### src/rtl/fwd_pkg.sv
`timescale 1ns/1ps
package fwd_pkg;
    localparam int MAC_W     = 48;
    localparam int NWAYS     = 2;
    localparam int GROUP_BIT = 40;

    function automatic logic is_group(input logic [MAC_W-1:0] addr);
        return addr[GROUP_BIT];
    endfunction
endpackage

### src/rtl/fwd_hash.sv
`timescale 1ns/1ps
module fwd_hash #(
    parameter int IDX_W = 4
) (
    input  logic [fwd_pkg::MAC_W-1:0] mac,
    input  logic [fwd_pkg::MAC_W-1:0] salt,
    output logic [IDX_W-1:0]          idx
);
    import fwd_pkg::*;

    function automatic logic [MAC_W-1:0] lane_mask(input int lane);
        logic [MAC_W-1:0] m;
        m = '0;
        for (int j = 0; j < MAC_W; j++) begin
            m[j] = ((j % IDX_W) == lane);
        end
        return m;
    endfunction

    logic [MAC_W-1:0] mixed;
    assign mixed = mac ^ salt;

    for (genvar i = 0; i < IDX_W; i++) begin : g_lane
        localparam logic [MAC_W-1:0] LMASK = lane_mask(i);
        assign idx[i] = ^(mixed & LMASK);
    end
endmodule

### src/rtl/fwd_table.sv
`timescale 1ns/1ps
module fwd_table #(
    parameter int NUM_PORTS = 4,
    parameter int IDX_W     = 4,
    localparam int PORT_W   = $clog2(NUM_PORTS),
    localparam int NB       = 1 << IDX_W
) (
    input  logic                                         clk,
    input  logic                                         rst_n,
    input  logic [IDX_W-1:0]                             rd_idx,
    output logic [fwd_pkg::NWAYS-1:0]                    rd_vld,
    output logic [fwd_pkg::NWAYS-1:0][fwd_pkg::MAC_W-1:0] rd_mac,
    output logic [fwd_pkg::NWAYS-1:0][PORT_W-1:0]        rd_port,
    input  logic                                         lrn_en,
    input  logic [IDX_W-1:0]                             lrn_idx,
    input  logic [fwd_pkg::MAC_W-1:0]                    lrn_mac,
    input  logic [PORT_W-1:0]                            lrn_port
);
    import fwd_pkg::*;

    typedef struct packed {
        logic              vld;
        logic [PORT_W-1:0] port;
        logic [MAC_W-1:0]  mac;
    } ent_t;

    typedef struct packed {
        ent_t [NWAYS-1:0] way;
        logic             last;   // way written by the latest insertion
    } bkt_t;

    typedef struct packed {
        bkt_t [NB-1:0] bkt;
    } tbl_t;

    tbl_t tbl_d, tbl_q;
    bkt_t lrn_bkt;
    logic [NWAYS-1:0] lrn_hit;

    assign lrn_bkt = tbl_q.bkt[lrn_idx];

    for (genvar w = 0; w < NWAYS; w++) begin : g_way
        assign rd_vld[w]  = tbl_q.bkt[rd_idx].way[w].vld;
        assign rd_mac[w]  = tbl_q.bkt[rd_idx].way[w].mac;
        assign rd_port[w] = tbl_q.bkt[rd_idx].way[w].port;
        assign lrn_hit[w] = lrn_bkt.way[w].vld && (lrn_bkt.way[w].mac == lrn_mac);
    end

    always_comb begin
        bkt_t cur;
        logic victim;
        tbl_d  = tbl_q;
        cur    = lrn_bkt;
        victim = 1'b0;
        if (lrn_en) begin
            if (|lrn_hit) begin
                for (int w = 0; w < NWAYS; w++) begin
                    if (lrn_hit[w]) begin
                        cur.way[w].port = lrn_port;
                    end
                end
            end else begin
                if (!cur.way[0].vld) begin
                    victim = 1'b0;
                end else if (!cur.way[1].vld) begin
                    victim = 1'b1;
                end else begin
                    victim = ~cur.last;
                end
                cur.way[victim].vld  = 1'b1;
                cur.way[victim].port = lrn_port;
                cur.way[victim].mac  = lrn_mac;
                cur.last             = victim;
            end
            tbl_d.bkt[lrn_idx] = cur;
        end
    end

    always_ff @(posedge clk or negedge rst_n) begin
        if (!rst_n) begin
            tbl_q <= '0;
        end else begin
            tbl_q <= tbl_d;
        end
    end
endmodule

### src/rtl/fwd_decide.sv
`timescale 1ns/1ps
module fwd_decide #(
    parameter int NUM_PORTS = 4,
    localparam int PORT_W   = $clog2(NUM_PORTS)
) (
    input  logic [fwd_pkg::MAC_W-1:0]                    dst,
    input  logic [PORT_W-1:0]                            ingress,
    input  logic [fwd_pkg::NWAYS-1:0]                    rd_vld,
    input  logic [fwd_pkg::NWAYS-1:0][fwd_pkg::MAC_W-1:0] rd_mac,
    input  logic [fwd_pkg::NWAYS-1:0][PORT_W-1:0]        rd_port,
    output logic [NUM_PORTS-1:0]                         ports,
    output logic                                         drop
);
    import fwd_pkg::*;

    logic [NWAYS-1:0] match;

    for (genvar w = 0; w < NWAYS; w++) begin : g_cmp
        assign match[w] = rd_vld[w] && (rd_mac[w] == dst);
    end

    always_comb begin
        logic              hit;
        logic [PORT_W-1:0] egress;
        logic [NUM_PORTS-1:0] flood;
        hit    = 1'b0;
        egress = '0;
        for (int w = 0; w < NWAYS; w++) begin
            if (match[w]) begin
                hit    = 1'b1;
                egress = rd_port[w];
            end
        end
        flood          = '1;
        flood[ingress] = 1'b0;
        ports          = '0;
        drop           = 1'b0;
        if (is_group(dst) || !hit) begin
            ports = flood;
        end else if (egress == ingress) begin
            drop = 1'b1;
        end else begin
            ports[egress] = 1'b1;
        end
    end
endmodule

### src/rtl/fwd_engine.sv
`timescale 1ns/1ps
module fwd_engine #(
    parameter int NUM_PORTS = 4,
    parameter int IDX_W     = 4,
    localparam int PORT_W   = $clog2(NUM_PORTS)
) (
    input  logic                      clk,
    input  logic                      rst_n,
    input  logic [47:0]               hash_salt,
    input  logic                      req_valid,
    output logic                      req_ready,
    input  logic [47:0]               req_dst,
    input  logic [47:0]               req_src,
    input  logic [PORT_W-1:0]         req_port,
    output logic                      rsp_valid,
    output logic [NUM_PORTS-1:0]      rsp_ports,
    output logic                      rsp_drop
);
    import fwd_pkg::*;

    typedef struct packed {
        logic                 rdy;
        logic                 s1_vld;
        logic [MAC_W-1:0]     s1_dst;
        logic [MAC_W-1:0]     s1_src;
        logic [PORT_W-1:0]    s1_port;
        logic                 rsp_vld;
        logic [NUM_PORTS-1:0] rsp_ports;
        logic                 rsp_drop;
    } pipe_t;

    pipe_t pipe_d, pipe_q;

    logic [IDX_W-1:0]              dst_idx, src_idx;
    logic [NWAYS-1:0]              rd_vld;
    logic [NWAYS-1:0][MAC_W-1:0]   rd_mac;
    logic [NWAYS-1:0][PORT_W-1:0]  rd_port;
    logic [NUM_PORTS-1:0]          dec_ports;
    logic                          dec_drop;
    logic                          lrn_en;

    fwd_hash #(.IDX_W(IDX_W)) u_hash_dst (
        .mac (pipe_q.s1_dst),
        .salt(hash_salt),
        .idx (dst_idx)
    );

    fwd_hash #(.IDX_W(IDX_W)) u_hash_src (
        .mac (pipe_q.s1_src),
        .salt(hash_salt),
        .idx (src_idx)
    );

    assign lrn_en = pipe_q.s1_vld && !is_group(pipe_q.s1_src);

    fwd_table #(.NUM_PORTS(NUM_PORTS), .IDX_W(IDX_W)) u_table (
        .clk     (clk),
        .rst_n   (rst_n),
        .rd_idx  (dst_idx),
        .rd_vld  (rd_vld),
        .rd_mac  (rd_mac),
        .rd_port (rd_port),
        .lrn_en  (lrn_en),
        .lrn_idx (src_idx),
        .lrn_mac (pipe_q.s1_src),
        .lrn_port(pipe_q.s1_port)
    );

    fwd_decide #(.NUM_PORTS(NUM_PORTS)) u_decide (
        .dst    (pipe_q.s1_dst),
        .ingress(pipe_q.s1_port),
        .rd_vld (rd_vld),
        .rd_mac (rd_mac),
        .rd_port(rd_port),
        .ports  (dec_ports),
        .drop   (dec_drop)
    );

    always_comb begin
        pipe_d        = pipe_q;
        pipe_d.rdy    = 1'b1;
        pipe_d.s1_vld = req_valid && pipe_q.rdy;
        if (req_valid && pipe_q.rdy) begin
            pipe_d.s1_dst  = req_dst;
            pipe_d.s1_src  = req_src;
            pipe_d.s1_port = req_port;
        end
        pipe_d.rsp_vld   = pipe_q.s1_vld;
        pipe_d.rsp_ports = pipe_q.s1_vld ? dec_ports : '0;
        pipe_d.rsp_drop  = pipe_q.s1_vld && dec_drop;
    end

    always_ff @(posedge clk or negedge rst_n) begin
        if (!rst_n) begin
            pipe_q <= '0;
        end else begin
            pipe_q <= pipe_d;
        end
    end

    assign req_ready = pipe_q.rdy;
    assign rsp_valid = pipe_q.rsp_vld;
    assign rsp_ports = pipe_q.rsp_ports;
    assign rsp_drop  = pipe_q.rsp_drop;
endmodule

### config.mk
export PLATFORM = sky130hd
export DESIGN_NAME = fwd_engine
export DESIGN_NICKNAME = d
export VERILOG_FILES = /design/src/rtl/fwd_pkg.sv /design/src/rtl/fwd_hash.sv /design/src/rtl/fwd_table.sv /design/src/rtl/fwd_decide.sv /design/src/rtl/fwd_engine.sv
export SDC_FILE = /design/constraint.sdc
export NUM_CORES = 2
export LEC_CHECK = 0
export BUFFER_PORTS_ARGS = -buffer_cell sky130_fd_sc_hd__clkbuf_2
export CORE_MARGIN = 2
export CORE_UTILIZATION = 55
export CTS_BUF_LIST = sky130_fd_sc_hd__clkbuf_8
export CTS_CLUSTER_DIAMETER = 100
export DETAILED_ROUTE_END_ITERATION = 8
export PLACE_DENSITY = 0.71
export SETUP_SLACK_MARGIN = 0.5
export SLEW_MARGIN = 15
export SYNTH_ARGS = -nofsm -noshare
export SYNTH_HDL_FRONTEND = slang
export SYNTH_SLANG_ARGS = --single-unit
### constraint.sdc
create_clock -name clk -period 17.4 [get_ports clk]
set_input_delay 4.35 -clock clk [delete_from_list [all_inputs] [get_ports clk]]
set_output_delay 4.35 -clock clk [all_outputs]
set_load 0.03 [all_outputs]
Yosys cells after proc, flatten, opt, wreduce, memory -nomap -nowiden

Index checks and enable logic that the tools add are counted.
W data, S select, Z words.

Bits in registers: 1754
Logic and storage cells: 206
Bits of input ports: 149
Output and inout bits: 7

Order comparisons: 9
Multiplexer cells: 45
Eq/ne operators: 5
Reduce and logical (&&, ||, !) cells: 23
Bitwise gates (word level): 4

Operator list:

| cell                 | count |
|---|---|
| $bwmux W1648         | 1 |
| $bmux W103 S4        | 2 |
| $demux W103 S4       | 1 |
| $reduce_xor A48 Y1   | 8 |
| $mux W103            | 3 |
| $bwmux W102          | 3 |
| $mux W49             | 4 |
| $eq A48 B48 Y1       | 4 |
| $demux W51 S1        | 3 |
| $xor A48 B48 Y48     | 2 |
| $mux W51             | 1 |
| $mux W50             | 1 |
| $mux W48             | 1 |
| $mux W2              | 8 |
| $mux W1              | 12 |
| $mux W4              | 3 |
| $logic_and A1 B1 Y1  | 11 |
| $lt A4 B5 Y1 const B | 2 |
| $lt A2 B3 Y1 const B | 2 |
| $demux W1 S2         | 2 |
| $ge A2 B1 Y1 const B | 2 |
| $ge A4 B1 Y1 const B | 1 |
| $not A4 Y4           | 1 |
| $eq A2 B2 Y1         | 1 |
| other kinds (6)      | 7 |

Longest topological paths before layout

Word-level depth: 19
Mapped depth: 24
Gate-level depth less buffers: 15

Modules after synthesis

From an unflattened synthesis, not the netlist that was laid out.

Cell total of the unflattened synthesis: 8461
Area, all modules: 98597.1 sq um

By module, submodules not included:

| module     | area each (sq um) | times used | cells each | sequential area each (sq um) |
|---|---|---|---|---|
| fwd_table  | 91758.0           | 1          | 7894       | 41239.6 |
| fwd_engine | 3943.8            | 1          | 227        | 2652.5 |
| fwd_hash   | 825.8             | 2          | 88         | 0.0 |
| fwd_decide | 1243.7            | 1          | 164        | 0.0 |

Worst setup path after synthesis

Ideal clock, no wire load.

Path type: input port to flip-flop
From: input hash_salt[44]
To: register u_table.tbl_q[1028] (netlist name)
Data required time: 17.271 ns
Buffers on the path: 6
Arrival: 9.255 ns
Library setup time: 0.129 ns
Setup slack: 8.016 ns
Cell stages on the path: 21
Path through: xnor2_1 > xnor2_1 > xnor3_2 > xnor2_4 > buf_6 > buf_8 > buf_6 > buf_6 > buf_4 > mux4_2 > a22oi_1 > nand2_1 > xnor2_1 > nand4_1 > nor4_1 > nand4_1 > or4_4 > a21oi_4 > mux2i_1 > buf_4 > o21ai_2

Cells in the longest elaborated chain, start to end: 18
Elaborated cells between the ends (all ways): 33
Those cells by class: order compare (4); eq/ne (2); mux (19); bitwise (2); reduce/logical (6)

Ends and longest elaborated chain:

| item                                      | RTL line        | source |
|---|---|---|
| from (decl)                               | fwd_engine.sv:9 | `input logic [47:0] hash_salt,` |
| $xor A48 B48 Y48 (*)                      | fwd_hash.sv:21  | `assign mixed = mac ^ salt;` |
| $reduce_xor A48 Y1 (*)                    | fwd_hash.sv:25  | `assign idx[i] = ^(mixed & LMASK);` |
| $bmux W103 S4                             | fwd_table.sv:40 | `assign lrn_bkt = tbl_q.bkt[lrn_idx];` |
| $mux W103 (not written as such)           | fwd_table.sv:40 |  |
| $not A1 Y1                                | fwd_table.sv:68 | `victim = ~cur.last;` |
| $mux W1                                   | fwd_table.sv:65 | `end else if (!cur.way[1].vld) begin` |
| $mux W1                                   | fwd_table.sv:63 | `if (!cur.way[0].vld) begin` |
| $mux W1                                   | fwd_table.sv:56 | `if (\|lrn_hit) begin` |
| (+2 left out)                             | n/a             |  |
| $logic_and A1 B1 Y1 (not written as such) | fwd_table.sv:71 | `cur.way[victim].port = lrn_port;` |
| $mux W50 (not written as such)            | fwd_table.sv:71 |  |
| $demux W51 S1                             | n/a             |  |
| $bwmux W102                               | fwd_table.sv:71 |  |
| $bwmux W102                               | fwd_table.sv:72 | `cur.way[victim].mac = lrn_mac;` |
| $mux W2                                   | fwd_table.sv:56 |  |
| $mux W2                                   | fwd_table.sv:55 | `if (lrn_en) begin` |
| $bwmux W1648 (*)                          | fwd_table.sv:75 | `tbl_d.bkt[lrn_idx] = cur;` |
| to (signal assigned)                      | fwd_table.sv:83 | `tbl_q <= tbl_d;` |
| to (decl)                                 | fwd_table.sv:36 | `tbl_t tbl_d, tbl_q;` |

Mark *: on every way between the ends. The rest lies on a longest branch, timed or not. The select of a mux whose other input is x is not followed.
A chain may end at the register's enable or synchronous reset.

Worst setup path in the final report

From: input hash_salt[44]
To: register u_table.tbl_q[726] (netlist name)

Cells in the longest elaborated chain, start to end: 17
Elaborated cells between the ends (all ways): 32
Those cells by class: order compare (4); eq/ne (2); mux (18); bitwise (2); reduce/logical (6)

Ends and longest elaborated chain:

| item                                                                      | RTL line |
|---|---|
| $xor A48 B48 Y48 (*)                                                      | fwd_hash.sv:21 |
| $reduce_xor A48 Y1 (*)                                                    | fwd_hash.sv:25 |
| $bmux W103 S4                                                             | fwd_table.sv:40 |
| $mux W103 (not written as such)                                           | fwd_table.sv:40 |
| $not A1 Y1                                                                | fwd_table.sv:68 |
| $mux W1                                                                   | fwd_table.sv:65 |
| $mux W1                                                                   | fwd_table.sv:63 |
| $mux W1                                                                   | fwd_table.sv:56 |
| $mux W1                                                                   | fwd_table.sv:55 |
| $lt A1 B2 Y1 (not written as such) / $ge A1 B1 Y1 (equally long branches) | fwd_table.sv:72 |
| $logic_and A1 B1 Y1 (not written as such)                                 | fwd_table.sv:72 |
| $mux W48 (not written as such)                                            | fwd_table.sv:72 |
| $demux W51 S1                                                             | n/a |
| $bwmux W102                                                               | fwd_table.sv:72 |
| $mux W49                                                                  | fwd_table.sv:56 |
| $mux W49                                                                  | fwd_table.sv:55 |
| $bwmux W1648 (*)                                                          | fwd_table.sv:75 |

Marks and branches as above.

==> impl_metrics.json <==
{
  "status": "complete, but fails checks",
  "failed_checks": "max-capacitance violations, max-slew violations",
  "hold_class": "flop to flop",
  "drive_gt1_share_pct": 21.76,
  "synth-async-reset-ratio_pct": 100.0,
  "cts_setup_buffers": 0,
  "slew_headroom_pct": -11.38,
  "tightestPinTransition_ns": 1.658,
  "routedWlPerCell_um": 31.84,
  "cts-root-buf": "clkbuf_8",
  "critPathMaxStageDelay_ns": 1.04,
  "die_x_um": 417.8,
  "insertion_delay_ns": 1.09,
  "synth.net_count": 8563,
  "grt_overflow_total": 0,
  "setup_violations": 0,
  "crit_family": "buffers and inverters",
  "place.gp.congestion": 1.063,
  "initial_core_util_pct": 55.52,
  "final_max_slew_viol_count": 2,
  "hold_violations": 0,
  "clk_pin_slew_worst_paths_ns": 0.06,
  "cts_repair_resize_count": 0,
  "grt_max_degree": 177,
  "drtAntennaViolNets": 0,
  "synth.distinct_cells": 97,
  "clock.fmax_mhz": 82.31,
  "syn_avg_cell_area_sq_um": 11.19,
  "fin_worst_skew_ns": 0.09009,
  "cts_made_buffers": 315,
  "num_rows": 151,
  "ys_warn_count": 0,
  "synthCells": 8414,
  "period_minus_slack_ns": 12.15,
  "via_per_inst": 6.907,
  "synth_edf_count": 0,
  "ioPinCount": 156,
  "layout-area-overhead-vs-synth_pct": 8.288,
  "dpl.hpwl_um": 211200,
  "clock_sinks": 1754,
  "ys_seq_area_share_pct": 46.60,
  "wl_um": 340600,
  "ctsHoldBuffers": 0,
  "ys_dominant_reg_cell": "dfrtp_1",
  "die_h_um": 417.8,
  "worstSetupStartpointType": "primary input",
  "mostFrequentLayoutCells": "1866 x nand2_1, 1754 x dfrtp_1, 1495 x o21ai_0",
  "synthesis.area_sq_mm": 0.09419,
  "post-route-period-util_pct": 69.82,
  "cp-end-kind": "flop",
  "vias": 73879,
  "fin_setup_tns_ns": 0,
  "ys_ff_latch": 1754,
  "critPathKind": "primary input to flop",
  "coreArea_sq_mm": 0.1697,
  "max_cap_viol_count": 1,
  "rsz0062_at_grt": "false",
  "drtIter0Drc": 10252,
  "cp_cell_sequence": "clkbuf_2 -> xnor2_1 -> xnor2_1 -> xnor3_2 -> xnor2_4 -> buf_4 -> buf_12 -> mux4_2 -> mux4_2 -> xnor2_1 -> nand4_1 -> nor4_1 -> and4_1 -> nor3_4 -> buf_4 -> buf_4 -> mux2i_1 -> o21ai_0",
  "drc": 0,
  "nFillCells": 13580,
  "grt_pass1_vias": 71527,
  "cts_tree": "done",
  "critPathRequiredTime_ns": 18.26,
  "fin_nets": 8399,
  "die_area_sq_mm": 0.1746,
  "drtPass1Iterations": 8,
  "grt_pass1_wl_um": 494000,
  "antenna_found_initial": 12,
  "critPathArrivalTime_ns": 13.01,
  "grt_usage_pct": 39.19,
  "crit_slowest_cell": "mux2i_1",
  "port_buffers": 155,
  "mostFrequentLayoutCell": "nand2_1",
  "crit_fanout": 91,
  "final_core_util_pct": 60.12,
  "crit_buf_inv": 5,
  "htree_levels": 5,
  "max-clock-path-buffers": 4
}
[routing by layer]
metal	wire [um]	share of wire, %	GRT usage, %	vias up
met2	142400	42	53.99	5423
met1	119600	35	50.14	36920
met5	51	0.015	0	-
met4	32130	9.4	31.32	8
met3	46480	14	14.01	1414
li1	-	-	-	30114
[final cells by class]
cell class	count	area (sq um)	share of cell area [%]
Multi-Input combinational cell	5823	46650	45.73
Sequential cell	1754	43890	43.03
Clock buffer	396	5450	5.343
Tap cell	2218	2775	2.721
Timing Repair Buffer	337	2442	2.394
Clock inverter	135	684.4	0.6710
Inverter	19	71.32	0.06992
Antenna cell	15	37.54	0.03680
[synth_stat cells, drive strengths merged, types with 11 or more instances]
| master | count | area share, % |
|---|---|---|
| nand4 | 41 | 0.27 |
| or3 | 11 | 0.073 |
| nand3 | 32 | 0.17 |
| dfrtp | 1754 | 47 |
| xnor2 | 225 | 2.1 |
| clkbuf | 554 | 2.2 |
| a211oi | 18 | 0.14 |
| nor3 | 37 | 0.21 |
| nand2 | 1882 | 7.5 |
| nor4 | 26 | 0.18 |
| and3 | 13 | 0.086 |
| nand2b | 15 | 0.10 |
| a21oi | 73 | 0.41 |
| mux2i | 395 | 4.6 |
| o21ai | 1643 | 8.8 |
| a221oi | 17 | 0.16 |
| a32oi | 30 | 0.28 |
| a32o | 11 | 0.12 |
| mux2 | 116 | 1.4 |
| mux4 | 786 | 19 |
| xnor3 | 16 | 0.39 |
| nor2 | 84 | 0.35 |
| inv | 17 | 0.068 |
| a22oi | 96 | 0.77 |
| xor2 | 76 | 0.71 |
| o22ai | 35 | 0.23 |
| buf | 264 | 1.9 |
[per-stage QoR]
| stage | setup slack [ns] | hold slack [ns] | instances | instance area (sq um) |
|---|---|---|---|---|
| final | 5.251 | 0.4925 | 10697 | 102000 |
| after global routing | 5.143 | 0.5141 | 10687 | 102000 |
| after CTS | 5.574 | 0.4950 | 10679 | 101800 |
| after detailed placement | 4.474 | 0.4833 | 10148 | 95710 |
| after global placement | 4.680 | 0.4736 | 10148 | 95710 |
| after floorplan | 8.016 | 0.4409 | 8414 | 94190 |
[worst paths after layout]
| path | startpoint | endpoint | slack [ns] | depth (start not counted) |
|---|---|---|---|---|
| max | hash_salt[44] | u_table.tbl_q[726]$_DFFE_PN0P_ | 5.25 | 18 |
| min | u_table.tbl_q[1146]$_DFFE_PN0P_ | u_table.tbl_q[1146]$_DFFE_PN0P_ | 0.49 | 2 |
| max reg2reg | pipe_q[38]$_DFFE_PN0P_ | u_table.tbl_q[726]$_DFFE_PN0P_ | 7.55 | 19 |
| min reg2reg | u_table.tbl_q[1146]$_DFFE_PN0P_ | u_table.tbl_q[1146]$_DFFE_PN0P_ | 0.49 | 2 |
| min in group asynchronous | rst_n | u_table.tbl_q[779]$_DFFE_PN0P_ | 3.31 | 1 |
| max in group asynchronous | rst_n | u_table.tbl_q[1628]$_DFFE_PN0P_ | 10.80 | 4 |
[worst min-delay path, delay by kind of cell (launching register included)]
| family | cells | cell delay, ns |
|---|---|---|
| AOI/OAI and AO/OA | 1 | 0.06 |
| DFF | 1 | 0.35 |
| and+or+nand+nor | 1 | 0.05 |
[cell families after synthesis]
kind of cell              Yosys count  share of synthesized area, %
AOI/OAI and AO/OA                2022                         11.81
xor gates and xnor gates          321                         3.321
buffers and inverters             837                         4.199
DFF                              1754                         46.60
muxes                            1297                         24.78
other                               1                      0.003981
and+or+nand+nor                  2182                         9.288
[state kept, by name, summed over array words and instances (netlist names)]
signal and cells:
req_ready 1, rsp_drop 1, rsp_ports 4, u_table.tbl_q 1648
rsp_valid 1, pipe_d 1, pipe_q 98
Power is left out: the tool's default activity adds up to more than one toggle a clock period on the data nets, which glitch-free logic cannot reach.
